`src/rtl/walkbit_mem_engine.sv`:
```
module walkbit_mem_engine #(
  parameter int ADDR_W     = 32,
  parameter int WORD_W     = 32,
  parameter int STEP_SHIFT = 7
) (
  input  logic              clk,
  input  logic              rst_n,
  input  logic              cmd_go,
  input  logic [ADDR_W-1:0] cmd_start,
  input  logic [ADDR_W-1:0] cmd_size,
  input  logic              cmd_check,
  output logic              busy,
  output logic              mem_req_valid,
  input  logic              mem_req_ready,
  output logic              mem_req_write,
  output logic [ADDR_W-1:0] mem_req_addr,
  output logic [WORD_W-1:0] mem_req_wdata,
  input  logic [WORD_W-1:0] mem_rdata,
  output logic              done,
  output logic              fail,
  output logic [ADDR_W-1:0] fail_addr,
  output logic [WORD_W-1:0] fail_expected,
  output logic [WORD_W-1:0] fail_actual
);
  localparam int IDX_W = $clog2(WORD_W);
  localparam int BYTES = WORD_W / 8;
  localparam int LSB   = $clog2(BYTES);

  typedef enum logic [1:0] {S_IDLE, S_REQ, S_RESP} state_t;

  state_t            st;
  logic              chk_mode;
  logic [ADDR_W-1:0] cur_addr;
  logic [ADDR_W:0]   end_addr;
  logic [IDX_W-1:0]  idx;
  logic [WORD_W-1:0] exp_word;

  logic [WORD_W-1:0] pat_word;
  logic [ADDR_W:0]   nxt_addr;
  logic              more;
  logic [IDX_W-1:0]  nxt_idx;
  logic [ADDR_W-1:0] start_al;
  logic              accept;

  assign pat_word = WORD_W'(1) << idx;
  assign nxt_addr = {1'b0, cur_addr} + (ADDR_W+1)'(BYTES);
  assign more     = nxt_addr < end_addr;
  assign nxt_idx  = idx + IDX_W'(1) + IDX_W'(cur_addr >> STEP_SHIFT);
  assign start_al = {cmd_start[ADDR_W-1:LSB], {LSB{1'b0}}};
  assign accept   = cmd_go && (st == S_IDLE);

  assign busy          = (st != S_IDLE);
  assign mem_req_valid = (st == S_REQ);
  assign mem_req_write = !chk_mode;
  assign mem_req_addr  = cur_addr;
  assign mem_req_wdata = pat_word;

  always_ff @(posedge clk) begin
    if (!rst_n) begin
      st            <= S_IDLE;
      chk_mode      <= 1'b0;
      cur_addr      <= '0;
      end_addr      <= '0;
      idx           <= '0;
      exp_word      <= '0;
      done          <= 1'b0;
      fail          <= 1'b0;
      fail_addr     <= '0;
      fail_expected <= '0;
      fail_actual   <= '0;
    end else begin
      done <= 1'b0;
      case (st)
        S_IDLE: if (accept) begin
          chk_mode <= cmd_check;
          cur_addr <= start_al;
          end_addr <= {1'b0, start_al} + {1'b0, cmd_size};
          idx      <= '0;
          fail     <= 1'b0;
          if (cmd_size == '0) done <= 1'b1;
          else                st   <= S_REQ;
        end
        S_REQ: if (mem_req_ready) begin
          if (chk_mode) begin
            exp_word <= pat_word;
            st       <= S_RESP;
          end else begin
            cur_addr <= nxt_addr[ADDR_W-1:0];
            idx      <= nxt_idx;
            if (!more) begin
              st   <= S_IDLE;
              done <= 1'b1;
            end
          end
        end
        S_RESP: begin
          if (mem_rdata != exp_word) begin
            fail          <= 1'b1;
            fail_addr     <= cur_addr;
            fail_expected <= exp_word;
            fail_actual   <= mem_rdata;
            st            <= S_IDLE;
            done          <= 1'b1;
          end else begin
            cur_addr <= nxt_addr[ADDR_W-1:0];
            idx      <= nxt_idx;
            if (more) st <= S_REQ;
            else begin
              st   <= S_IDLE;
              done <= 1'b1;
            end
          end
        end
        default: st <= S_IDLE;
      endcase
    end
  end

  assert_reset_quiet_R1: assert property (@(posedge clk)
    !rst_n |=> !done && !fail && !mem_req_valid);

  assert_write_onehot_R2: assert property (@(posedge clk) disable iff (!rst_n)
    mem_req_valid && mem_req_write |-> $countones(mem_req_wdata) == 1);

  assert_addr_aligned_R4: assert property (@(posedge clk) disable iff (!rst_n)
    mem_req_valid |-> mem_req_addr[LSB-1:0] == '0);

  assert_req_hold_R5: assert property (@(posedge clk) disable iff (!rst_n)
    mem_req_valid && !mem_req_ready |=> mem_req_valid && $stable(mem_req_addr)
      && $stable(mem_req_wdata) && $stable(mem_req_write));

  assert_one_read_R6: assert property (@(posedge clk) disable iff (!rst_n)
    mem_req_valid && mem_req_ready && !mem_req_write |=> !mem_req_valid);

  assert_fail_stops_R7: assert property (@(posedge clk) disable iff (!rst_n)
    $rose(fail) |-> done && !mem_req_valid);

  assert_done_pulse_R8: assert property (@(posedge clk) disable iff (!rst_n)
    done |-> !busy ##1 !done);

  assert_idle_quiet_R9: assert property (@(posedge clk) disable iff (!rst_n)
    !busy |-> !mem_req_valid);

  assert_fail_hold_R10: assert property (@(posedge clk) disable iff (!rst_n)
    !busy && !cmd_go |=> $stable(fail) && $stable(fail_addr));
endmodule

```
`config.mk`:
```
export PLATFORM = sky130hd
export DESIGN_NAME = walkbit_mem_engine
export DESIGN_NICKNAME = d
export VERILOG_FILES = /design/src/rtl/walkbit_mem_engine.sv
export SDC_FILE = /design/constraint.sdc
export NUM_CORES = 1
export LEC_CHECK = 0
export BUFFER_PORTS_ARGS = -buffer_cell sky130_fd_sc_hd__buf_2
export CAP_MARGIN = 20
export CORE_UTILIZATION = 39
export DETAILED_ROUTE_END_ITERATION = 8
export HOLD_SLACK_MARGIN = 0.08
export PLACE_DENSITY = 0.7
export SLEW_MARGIN = 20
export SYNTH_ARGS = -nofsm -noshare
export SYNTH_HDL_FRONTEND = slang
export SYNTH_SLANG_ARGS = --single-unit
```
`constraint.sdc`:
```
create_clock -name clk -period 4.3 [get_ports clk]
set_input_delay 0.86 -clock clk [delete_from_list [all_inputs] [get_ports clk]]
set_output_delay 0.86 -clock clk [all_outputs]
set_load 0.01 [all_outputs]
```
==> impl_metrics.csv <==
group,metric,value,unit
synth,synth_top_cell_by_area,"dfxtp_1",
timing,hold_ws,0.452,ns
placement,dp_hpwl,24200,um
global_route,track_usage,0.220,
pwr,power.density,436,nW/um^2
detailed_routing,ant_nets,0,
layout,nNetsFinal,1736,
critical_path,crit_slowest_cell,"nor4_1",
detailed_routing,wl_met2,15000,um
floorplanning,core_area,27700,sq um
floorplanning,row_count,61,
detailed_routing,routed_wl,32200,um
clocking,tritoncts,"built",
synth,synthTopCellsByArea,"dfxtp_1 36%, mux2i_1 8.6%, ha_1 8.1%, nor2_1 7.3%, a21oi_1 5.5%",
synth,synth_area_per_cell,8.20,sq um
timing,tns,0,ns
critical_path,startpoint_type,"flop",
clocking,cts_num_sinks,199,
clocking,clk_pin_slew,0.07,ns
floorplanning,pin_count,266,
critical_path,crit_family,"simple AND/OR/NAND/NOR gates",
timing,max_slew_margin,0.486,
synth,ys_seq_area_frac,0.363,
global_route,overflow,0,
detailed_routing,m1WireLength,14300,um
global_route,grt_max_degree,99,
timing,fin_crit,4.01,ns
timing,slew_violations,0,
synth,yosysUniqueCellTypes,67,
clocking,clockBufferDepth,2,
synth,synth_top_area_frac,0.363,
layout,fin_util,0.476,
global_route,antenna_found_initial,1,
global_route,grt_pass1_vias,9450,
floorplanning,die_h,170,um
pwr,finalPower,5750,uW
placement,gp_congestion,0.922,
timing,worst_slew_pin_slew,0.770,ns
status,status,"finished clean",
timing,fmax,249,MHz
synth,syn-cell-area,11000,sq um
clocking,post-cts-setup-buffer-count,0,
detailed_routing,drc_errors,0,
layout,layout-drive-gt1-share,0.218,
clocking,cts_hold_buf,0,
critical_path,cp.required,4.63,ns
clocking,clkLatencyLatePin,0.43,ns
layout,n_antenna_cell,0,
clocking,h-tree-depth,4,
floorplanning,initial_core_util,0.396,
flow_run,cap_violations,0,
pwr,p_leak,0.00634,uW
floorplanning,fp.dieW,170,um
timing,post-route-period-util,0.932,
clocking,cts-root-buf,"clkbuf_16",
detailed_routing,first_pass_iters,5,
worst_hold_path,hold_path_class,"flop to flop",
synth,async_flop_share,0,
synth,synth_edf_count,0,
critical_path,arrival,4.33,ns
critical_path,path_max_fanout,6,
critical_path,timing.critical_path.mode_cell,"and4_1",
critical_path,path_buf_inv,0,
critical_path,worstSetupEndpointType,"flop",
layout,num-fill-cells,2725,
detailed_routing,met3_length,1890,um
critical_path,crit_type,"flop to flop",
timing,final.setup_skew,0.0149,ns
detailed_routing,via_count,10153,
synth,syn_inst,1337,
timing,hold_viol_final,0,
critical_path,cp_cell_sequence,"and4_1 -> and4_1 -> nand3_2 -> nor2_4 -> nand2_1 -> nor3_1 -> xnor2_1 -> ha_1 -> and4_1 -> nand3_1 -> nor4_1 -> o211ai_1 -> o211ai_1 -> nor3b_2 -> o41ai_1",
synth,synth_warnings,0,
floorplanning,die-area,28800,sq um
critical_path,cpPeakStageDelay,0.44,ns
pwr,peakVddDrop,0.256,mV
detailed_routing,top_layer,"met5",
layout,area_growth_syn_to_layout,20.2,%
detailed_routing,vias_per_cell,5.20,
detailed_routing,post_drt_wl_per_cell,16.5,um
clocking,cts_buffers,17,
synth,postSynthRegisterBits,199,
detailed_routing,drtIter0Drc,774,
placement,port_buffers,259,
timing,final-setup-viol-count,0,
synth,synthFlopType,"dfxtp_1",
global_route,grt_pass1_wl,49800,um
[worst paths after layout]
check	slack [ns]	endpoint	startpoint	cells after the start
setup / recovery	0.29	st[0]	mem_req_addr[14]	15
hold / removal	0.45	end_addr[12]	end_addr[12]	2
setup reg to reg	0.29	st[0]	mem_req_addr[14]	15
hold reg to reg	0.45	end_addr[12]	end_addr[12]	2
[sequential cells by signal (all words and copies together), names as in the netlist, 2 cells and up]
register	cells
end_addr	33
fail_actual	32
fail_expected	32
st	2
exp_word	32
mem_req_addr	30
idx	5
fail_addr	30
[layout make-up]
class / count / area, sq um / area share
multi-input combinational: 1005 / 6470 / 0.491
sequential: 199 / 3980 / 0.302
timing repair buffer: 273 / 1430 / 0.108
tap: 378 / 473 / 0.0359
clock buffer: 17 / 425 / 0.0323
inverter: 66 / 253 / 0.0192
clock inverter: 15 / 146 / 0.0111
[power breakdown]
part / leakage, uW / switching [uW] / internal [uW] / total (uW)
Combinational: 0.00445 / 1130 / 799 / 1930
Clock: 0.000272 / 776 / 815 / 1590
Sequential: 0.00161 / 210 / 2010 / 2220
[stage by stage]
| step | std cells | worst slack [ns] | cell area, sq um |
|---|---|---|---|
| 3_3_place_gp | 1921 | 0.374 | 12600 |
| 2_1_floorplan | 1340 | 0.963 | 11000 |
| 5_1_grt | 1953 | -0.0162 | 13200 |
| 4_1_cts | 1953 | 0.256 | 13200 |
| 3_5_place_dp | 1921 | 0.279 | 12600 |
| 6_report | 1953 | 0.291 | 13200 |
[Yosys cell counts (all sizes together), types with 5 or more instances]
cell    instances
a211o           5
a211oi          8
a21o           27
a21oi         121
and2           11
and3            6
buf            17
clkbuf         53
dfxtp         199
ha             71
inv            66
mux2            8
mux2i          94
nand2         130
nand2b          9
nand3          38
nand4          20
nor2          214
nor2b           5
nor3           28
nor4           13
o211ai          6
o21a            6
o21ai          33
or2             8
xnor2          66
xor2           17
[timing repair]
item,CTS,global route
gates resized for setup,0,4
setup endpoints to repair,0,2
hold endpoints to repair,0,0
[worst register-to-register path, cell delays in order (launching register included)]
cell	delay [ns]
dfxtp_1	0.43
and4_1	0.29
and4_1	0.27
nand3_2	0.20
nor2_4	0.24
nand2_1	0.15
nor3_1	0.20
xnor2_1	0.13
ha_1	0.30
and4_1	0.22
nand3_1	0.13
nor4_1	0.44
o211ai_1	0.21
o211ai_1	0.26
nor3b_2	0.12
o41ai_1	0.33
[cells in the final DEF, fill, tap and decap left out, drive strengths merged, types with 4 or more instances in the layout]
master,count
mux2i,94
clkbuf,17
a221oi,4
clkinv,6
nor2,214
nor3,28
and4,4
o211ai,6
nor2b,5
o21ai,33
buf,273
a21boi,4
nand2b,9
a21oi,121
clkinvlp,4
a21o,27
dfxtp,199
and3,6
o21a,6
nand3,38
a211o,5
a211oi,8
xor2,17
or2,8
nand2,130
o31a,4
mux2,8
conb,4
ha,71
nand4,20
and2,11
inv,70
nor4,13
xnor2,66
nor3b,4
[metal layers]
layer / up-vias / global-route usage
met4: 2 / 0.0901
met2: 306 / 0.359
met5: - / 0
met3: 58 / 0.0476
li1: 5022 / -
met1: 4765 / 0.279
[cells by family after synthesis]
group | after synthesis | synth area share
AOI/OAI and AO/OA | 243 | 0.138
and+or+nand+nor | 500 | 0.204
xor gates and xnor gates | 83 | 0.0663
adders and majority gates | 73 | 0.0847
other | 1 | 0.000342
buffers and inverters | 136 | 0.0495
DFF | 199 | 0.363
muxes | 102 | 0.0940
Power figures use the tool's default switching activity.
